`src/rtl/adc_flag_pkg.sv`:
```
package adc_flag_pkg;

  typedef enum logic [1:0] {
    REG_CTRL   = 2'd0,
    REG_FLAGS  = 2'd1,
    REG_STAT   = 2'd2,
    REG_RESULT = 2'd3
  } reg_kind_e;

  // control register layout, bit 5 down to bit 0
  typedef struct packed {
    logic cmp_ie;
    logic seq_ie;
    logic trig_lvl;
    logic trig_pol;
    logic trig_en;
    logic fast_clr;
  } ctrl_t;

  localparam int CTRL_W = 6;

endpackage

```
`src/rtl/adc_flag_bank.sv`:
```
module adc_flag_bank
  import adc_flag_pkg::*;
#(
  parameter int N_SLOTS = 16,
  parameter int SLOT_W  = $clog2(N_SLOTS)
) (
  input  logic               clk,
  input  logic               rst_n,
  input  logic [N_SLOTS-1:0] conv_done,
  input  logic [N_SLOTS-1:0] cmp_en,
  input  logic [N_SLOTS-1:0] cmp_match,
  input  logic               fast_clr,
  input  logic               bus_rd,
  input  logic               bus_wr,
  input  reg_kind_e          bus_kind,
  input  logic [SLOT_W-1:0]  bus_slot,
  input  logic [N_SLOTS-1:0] bus_wdata,
  output logic [N_SLOTS-1:0] flags
);

  logic [N_SLOTS-1:0] flags_q;
  logic               w1c_hit;
  logic               res_rd;
  logic               res_wr;

  always_comb begin
    w1c_hit = bus_wr && (bus_kind == REG_FLAGS) && !fast_clr;
    res_rd  = bus_rd && (bus_kind == REG_RESULT) && fast_clr;
    res_wr  = bus_wr && (bus_kind == REG_RESULT) && fast_clr;
  end

  for (genvar i = 0; i < N_SLOTS; i++) begin : g_slot
    logic set_i;
    logic clr_i;
    logic slot_sel;
    logic nxt_i;

    always_comb begin
      slot_sel = (bus_slot == SLOT_W'(i));
      set_i    = conv_done[i] && (!cmp_en[i] || cmp_match[i]);
      clr_i    = (w1c_hit && bus_wdata[i])
               || (slot_sel && res_rd && !cmp_en[i])
               || (slot_sel && res_wr &&  cmp_en[i]);
      // a set beats a clear in the same cycle
      nxt_i    = set_i ? 1'b1 : 1'b0;
    end

    always_ff @(posedge clk or negedge rst_n) begin
      if (!rst_n)              flags_q[i] <= 1'b0;
      else if (set_i || clr_i) flags_q[i] <= nxt_i;
    end


    set_wins_chk: assert property (@(posedge clk) disable iff (!rst_n)
      (conv_done[i] && (!cmp_en[i] || cmp_match[i])) |=> flags_q[i]);


    cmp_gate_chk: assert property (@(posedge clk) disable iff (!rst_n)
      (conv_done[i] && cmp_en[i] && !cmp_match[i] && !flags_q[i]) |=> !flags_q[i]);


    normal_hold_chk: assert property (@(posedge clk) disable iff (!rst_n)
      (!fast_clr && flags_q[i] && !(bus_wr && bus_kind == REG_FLAGS && bus_wdata[i]))
      |=> flags_q[i]);
  end

  assign flags = flags_q;

endmodule

```
`src/rtl/adc_irq_gen.sv`:
```
module adc_irq_gen #(
  parameter int N_SLOTS = 16
) (
  input  logic               clk,
  input  logic               rst_n,
  input  logic               seq_done,
  input  logic               stat_w1c,
  input  logic               seq_ie,
  input  logic               cmp_ie,
  input  logic [N_SLOTS-1:0] flags,
  input  logic [N_SLOTS-1:0] cmp_en,
  output logic               seq_irq,
  output logic               cmp_irq
);

  logic seq_q;
  logic seq_nxt;
  logic seq_upd;

  always_comb begin
    seq_upd = seq_done || stat_w1c;
    seq_nxt = seq_done;
  end

  always_ff @(posedge clk or negedge rst_n) begin
    if (!rst_n)       seq_q <= 1'b0;
    else if (seq_upd) seq_q <= seq_nxt;
  end

  always_comb begin
    seq_irq = seq_ie && seq_q;
    cmp_irq = cmp_ie && (|(flags & cmp_en));
  end


  seq_irq_chk: assert property (@(posedge clk) disable iff (!rst_n)
    seq_done |=> (seq_irq == seq_ie));

endmodule

```
`src/rtl/adc_trig_cond.sv`:
```
module adc_trig_cond #(
  parameter int SYNC_STAGES = 2
) (
  input  logic clk,
  input  logic rst_n,
  input  logic trig_raw,
  input  logic trig_en,
  input  logic trig_lvl,
  input  logic trig_pol,
  output logic trig_start
);

  logic [SYNC_STAGES-1:0] sync_q;
  logic [SYNC_STAGES-1:0] sync_nxt;
  logic                   prev_q;
  logic                   s_now;
  logic                   edge_hit;
  logic                   lvl_hit;

  always_comb begin
    sync_nxt = {sync_q[SYNC_STAGES-2:0], trig_raw};
    s_now    = sync_q[SYNC_STAGES-1];
  end

  always_ff @(posedge clk or negedge rst_n) begin
    if (!rst_n) begin
      sync_q <= '0;
      prev_q <= 1'b0;
    end else begin
      sync_q <= sync_nxt;
      prev_q <= s_now;
    end
  end

  always_comb begin
    edge_hit   = trig_pol ? (s_now && !prev_q) : (!s_now && prev_q);
    lvl_hit    = (s_now == trig_pol);
    trig_start = trig_en && (trig_lvl ? lvl_hit : edge_hit);
  end


  edge_pulse_chk: assert property (@(posedge clk) disable iff (!rst_n)
    (trig_start && !trig_lvl) |=> (!trig_start || trig_lvl || !$stable(trig_pol)));

endmodule

```
`src/rtl/adc_flag_ctrl.sv`:
```
module adc_flag_ctrl
  import adc_flag_pkg::*;
#(
  parameter int N_SLOTS     = 16,
  parameter int SLOT_W      = $clog2(N_SLOTS),
  parameter int SYNC_STAGES = 2,
  parameter int DATA_W      = (N_SLOTS > CTRL_W) ? N_SLOTS : CTRL_W
) (
  input  logic               clk,
  input  logic               rst_n,
  input  logic [N_SLOTS-1:0] conv_done,
  input  logic [N_SLOTS-1:0] cmp_en,
  input  logic [N_SLOTS-1:0] cmp_match,
  input  logic               seq_done,
  input  logic               bus_rd,
  input  logic               bus_wr,
  input  logic [1:0]         bus_kind,
  input  logic [SLOT_W-1:0]  bus_slot,
  input  logic [DATA_W-1:0]  bus_wdata,
  input  logic               trig_raw,
  output logic [N_SLOTS-1:0] flags,
  output logic               seq_irq,
  output logic               cmp_irq,
  output logic               trig_start
);

  logic [1:0] rst_sync_q;
  logic       rst_int_n;
  reg_kind_e  kind;
  ctrl_t      ctrl_q;
  ctrl_t      ctrl_nxt;
  logic       ctrl_we;
  logic       stat_w1c;

  // asynchronous assert, synchronous release
  always_ff @(posedge clk or negedge rst_n) begin
    if (!rst_n) rst_sync_q <= 2'b00;
    else        rst_sync_q <= {rst_sync_q[0], 1'b1};
  end
  assign rst_int_n = rst_sync_q[1];

  always_comb begin
    kind     = reg_kind_e'(bus_kind);
    ctrl_we  = bus_wr && (kind == REG_CTRL);
    ctrl_nxt = ctrl_t'(bus_wdata[CTRL_W-1:0]);
    stat_w1c = bus_wr && (kind == REG_STAT) && bus_wdata[0];
  end

  always_ff @(posedge clk or negedge rst_int_n) begin
    if (!rst_int_n)   ctrl_q <= '0;
    else if (ctrl_we) ctrl_q <= ctrl_nxt;
  end

  adc_flag_bank #(.N_SLOTS(N_SLOTS), .SLOT_W(SLOT_W)) u_bank (
    .clk       (clk),
    .rst_n     (rst_int_n),
    .conv_done (conv_done),
    .cmp_en    (cmp_en),
    .cmp_match (cmp_match),
    .fast_clr  (ctrl_q.fast_clr),
    .bus_rd    (bus_rd),
    .bus_wr    (bus_wr),
    .bus_kind  (kind),
    .bus_slot  (bus_slot),
    .bus_wdata (bus_wdata[N_SLOTS-1:0]),
    .flags     (flags)
  );

  adc_irq_gen #(.N_SLOTS(N_SLOTS)) u_irq (
    .clk      (clk),
    .rst_n    (rst_int_n),
    .seq_done (seq_done),
    .stat_w1c (stat_w1c),
    .seq_ie   (ctrl_q.seq_ie),
    .cmp_ie   (ctrl_q.cmp_ie),
    .flags    (flags),
    .cmp_en   (cmp_en),
    .seq_irq  (seq_irq),
    .cmp_irq  (cmp_irq)
  );

  adc_trig_cond #(.SYNC_STAGES(SYNC_STAGES)) u_trig (
    .clk        (clk),
    .rst_n      (rst_int_n),
    .trig_raw   (trig_raw),
    .trig_en    (ctrl_q.trig_en),
    .trig_lvl   (ctrl_q.trig_lvl),
    .trig_pol   (ctrl_q.trig_pol),
    .trig_start (trig_start)
  );


  cmp_irq_src_chk: assert property (@(posedge clk) disable iff (!rst_int_n)
    cmp_irq |-> (|flags));

endmodule

```
`config.mk`:
```
export PLATFORM = sky130hd
export DESIGN_NAME = adc_flag_ctrl
export DESIGN_NICKNAME = d
export VERILOG_FILES = /design/src/rtl/adc_flag_pkg.sv /design/src/rtl/adc_flag_bank.sv /design/src/rtl/adc_irq_gen.sv /design/src/rtl/adc_trig_cond.sv /design/src/rtl/adc_flag_ctrl.sv
export SDC_FILE = /design/constraint.sdc
export NUM_CORES = 1
export LEC_CHECK = 0
export ABC_AREA = 1
export BUFFER_PORTS_ARGS = -buffer_cell sky130_fd_sc_hd__clkbuf_2
export CORE_MARGIN = 1.5
export CORE_UTILIZATION = 45
export CTS_BUF_LIST = sky130_fd_sc_hd__clkbuf_4 sky130_fd_sc_hd__clkbuf_8 sky130_fd_sc_hd__clkbuf_16
export DETAILED_ROUTE_END_ITERATION = 10
export PLACE_DENSITY = 0.83
export SYNTH_ARGS = -nofsm -noshare
export SYNTH_HDL_FRONTEND = slang
export SYNTH_SLANG_ARGS = --single-unit
```
`constraint.sdc`:
```
create_clock -name clk -period 1.1 [get_ports clk]
set_input_delay 0.055 -clock clk [delete_from_list [all_inputs] [get_ports clk]]
set_output_delay 0.055 -clock clk [all_outputs]
set_load 0.03 [all_outputs]
```
==> flow_summary.yaml <==
run_status:
  status: "finished with violations"
  violations: "setup timing"
synthesis:
  synth_top_area_cell: "dfrtp_1"
  synth_commonest_cells: "nand2_1, nand3_1, inv_1"
  synth-seq-cells: 28
  dominantRegCellSynth: "dfrtp_1"
  synth_enable_flop_cells: 0
  yosys-top-cells-area: "dfrtp_1, nand3_1, nand2_1, inv_1, o21ai_0"
  synth_warnings: 0
  avgSynthCellArea_um2: 6.52
  postSynthCellCount: 277
  async_flop_share_pct: 100
  post-synth-top-count-cell: "nand2_1"
  seq_area_frac_synth_pct: 38.8
  netlist_area_mm2: 0.00181
  ys_types: 18
  synth_fp_nets: 353
  yosysTopAreaCellShare_pct: 38.8
floorplan:
  die_h_um: 66.4
  initial_core_util_pct: 47.9
  die_x_um: 66.4
  row_count: 22
  design.core.area_mm2: 0.00377
  io_pins: 95
  die_area_mm2: 0.00440
placement:
  dpl.hpwl_mm: 4.16
  dpl_worst_slack_ns: -0.0621
  post-place-cells: 437
  gp_congestion: 0.801
  port_buffers: 94
cells_and_area:
  area_growth_pct: 67.5
  fin_cells: 457
  drive_above_1_share_pct: 45.2
  nFillCells: 258
  multi_input_comb_area_mm2: 0.00116
  seqCellArea_um2: 702
  n_antenna_cell: 0
  fin_nets: 486
grt:
  overflow: 0
  grt_pass1_vias: 2137
  grtUsageTotal_pct: 27.3
  grt_first_pass_wirelength_mm: 9.27
  grt_max_degree: 17
  antenna_found_initial: 0
detailed_routing:
  detail-route-antenna-nets: 0
  drtIter0Drc: 99
  drc: 0
  first_pass_iters: 4
  wl_per_cell_um: 14.1
  via_count: 2370
  wl_mm: 6.46
  via_per_inst: 5.19
critical_path:
  crit_type: "reg2out"
  crit_fanout: 2
  cp.required_ns: 1.04
  critPathLaunchType: "register"
  crit_path_end_kind: "output port"
  arrival_ns: 1.35
flow_run:
  cap_violations: 0
timing:
  finalSetupViolCount: 20
  finalClockSkew_ns: 0.00314
  hold_slack_ns: 0.00227
  fmax_mhz: 714
  fin_ws_ns: -0.301
  rsz0062_at_grt: "yes"
  post-route-period-util_pct: 127
  hold_viol_final: 0
  timing.final.crit_period_ns: 1.40
  drv_slew: 0
power_and_ir_drop:
  p_leak_nw: 1.62
  p_per_area_mw_per_mm2: 926
  ir_drop_uv: 659
cts:
  cts_tree: "yes"
  cts_buffers: 3
  clk_pin_slew_worst_paths_ns: 0.10
  htree_num_levels: 1
  cts_sinks: 28
  clock_path_buffers: 2
  cts_root_buf: "clkbuf_8"
  worstSkewPairLatency_ns: 0.27
worst_hold_path:
  min_path_type: "in2reg"
## sequential cells by signal, indices dropped and copies added (netlist names)
register       cells
u_irq.seq_q        1
u_trig.prev_q      1
rst_sync_q         2
u_bank.flags      16
ctrl_q             6
u_trig.sync_q      2
## what timing repair did
action                                  4_1_cts  5_1_grt
setup buffers                                 3        4
gates resized for setup                      17       52
pin swaps                                    10       34
endpoints found under the setup margin       18       19
gates cloned                                  1        2
hold buffers                                  8        0
endpoints found under the hold margin         9        0
## critical path, cell delays in order (launching register included)
cell	delay [ns]
dfrtp_1	0.40
nand2_1	0.07
nand2_1	0.06
nor2_1	0.12
nand2_1	0.08
nor2_2	0.13
nor2_2	0.05
clkbuf_8	0.15
## cells in the final DEF (no fill, tap or decap), drive strengths merged
master / Yosys / final
buf: 5 / 33
dlygate4sd3: 0 / 8
a21o: 1 / 1
o21ai: 19 / 19
nand2: 83 / 83
nand4: 1 / 1
nor2: 28 / 28
nand3: 67 / 67
a21boi: 1 / 1
dfrtp: 28 / 28
a21oi: 1 / 1
o211ai: 1 / 1
conb: 1 / 1
inv: 41 / 41
clkbuf: 0 / 96
## cells by family after synthesis
logic type,share of synthesized area (%)
compound gates,6.79
other cells,0.208
simple gates,43.2
flops,38.8
buf+inv,11.0
## cell type report
cell class                      count  area share, %
Clock buffer                        4           1.82
Sequential cell                    28           23.2
Multi-Input combinational cell    203           38.4
Inverter                           41           5.09
Tap cell                           48           1.99
Timing Repair Buffer              133           29.5
## report_power, final
| part | total [W] | switching (W) | internal [W] |
|---|---|---|---|
| Sequential | 0.00116 | 0.0000515 | 0.00111 |
| Clock | 0.000652 | 0.000331 | 0.000320 |
| Combinational | 0.000987 | 0.000561 | 0.000425 |
## stage by stage
stage	setup TNS, ns	total power, W	instance area, µm²	util (%)
after floorplan	0	0.00159	1810	-
after global placement	-0.172	0.00195	2510	66.6
after detailed placement	-0.690	0.00197	2510	66.6
after CTS	-1.90	0.00271	2750	72.9
after global routing	-3.78	0.00293	3030	80.2
final	-2.50	0.00280	3030	80.2
## layer usage
layer	wire, µm	vias to the layer above	global-route usage [%]
li1	-	1149	-
met1	2560	1106	34.4
met2	3330	107	48.8
met3	500	8	3.58
met4	75	0	7.40
met5	0	-	0
## path summary, 6_finish.rpt
| check | from | endpoint | slack (ns) | cells after the start |
|---|---|---|---|---|
| min in group asynchronous | rst_n | rst_sync_q[1]$_DFF_PN0_ | 0.09 | 2 |
| setup reg to reg | ctrl_q[0]$_DFFE_PN0P_ | u_bank.flags[6]$_DFFE_PN0P_ | -0.15 | 7 |
| hold / removal | cmp_match[2] | u_bank.flags[2]$_DFFE_PN0P_ | 0.002 | 3 |
| max in group asynchronous | rst_sync_q[1]$_DFF_PN0_ | u_bank.flags[6]$_DFFE_PN0P_ | 0.72 | 1 |
| setup / recovery | u_bank.flags[4]$_DFFE_PN0P_ | cmp_irq | -0.30 | 7 |
| hold reg to reg | rst_sync_q[1]$_DFF_PN0_ | u_bank.flags[2]$_DFFE_PN0P_ | 0.20 | 1 |
Note: power is estimated with default switching activity, not from simulation.
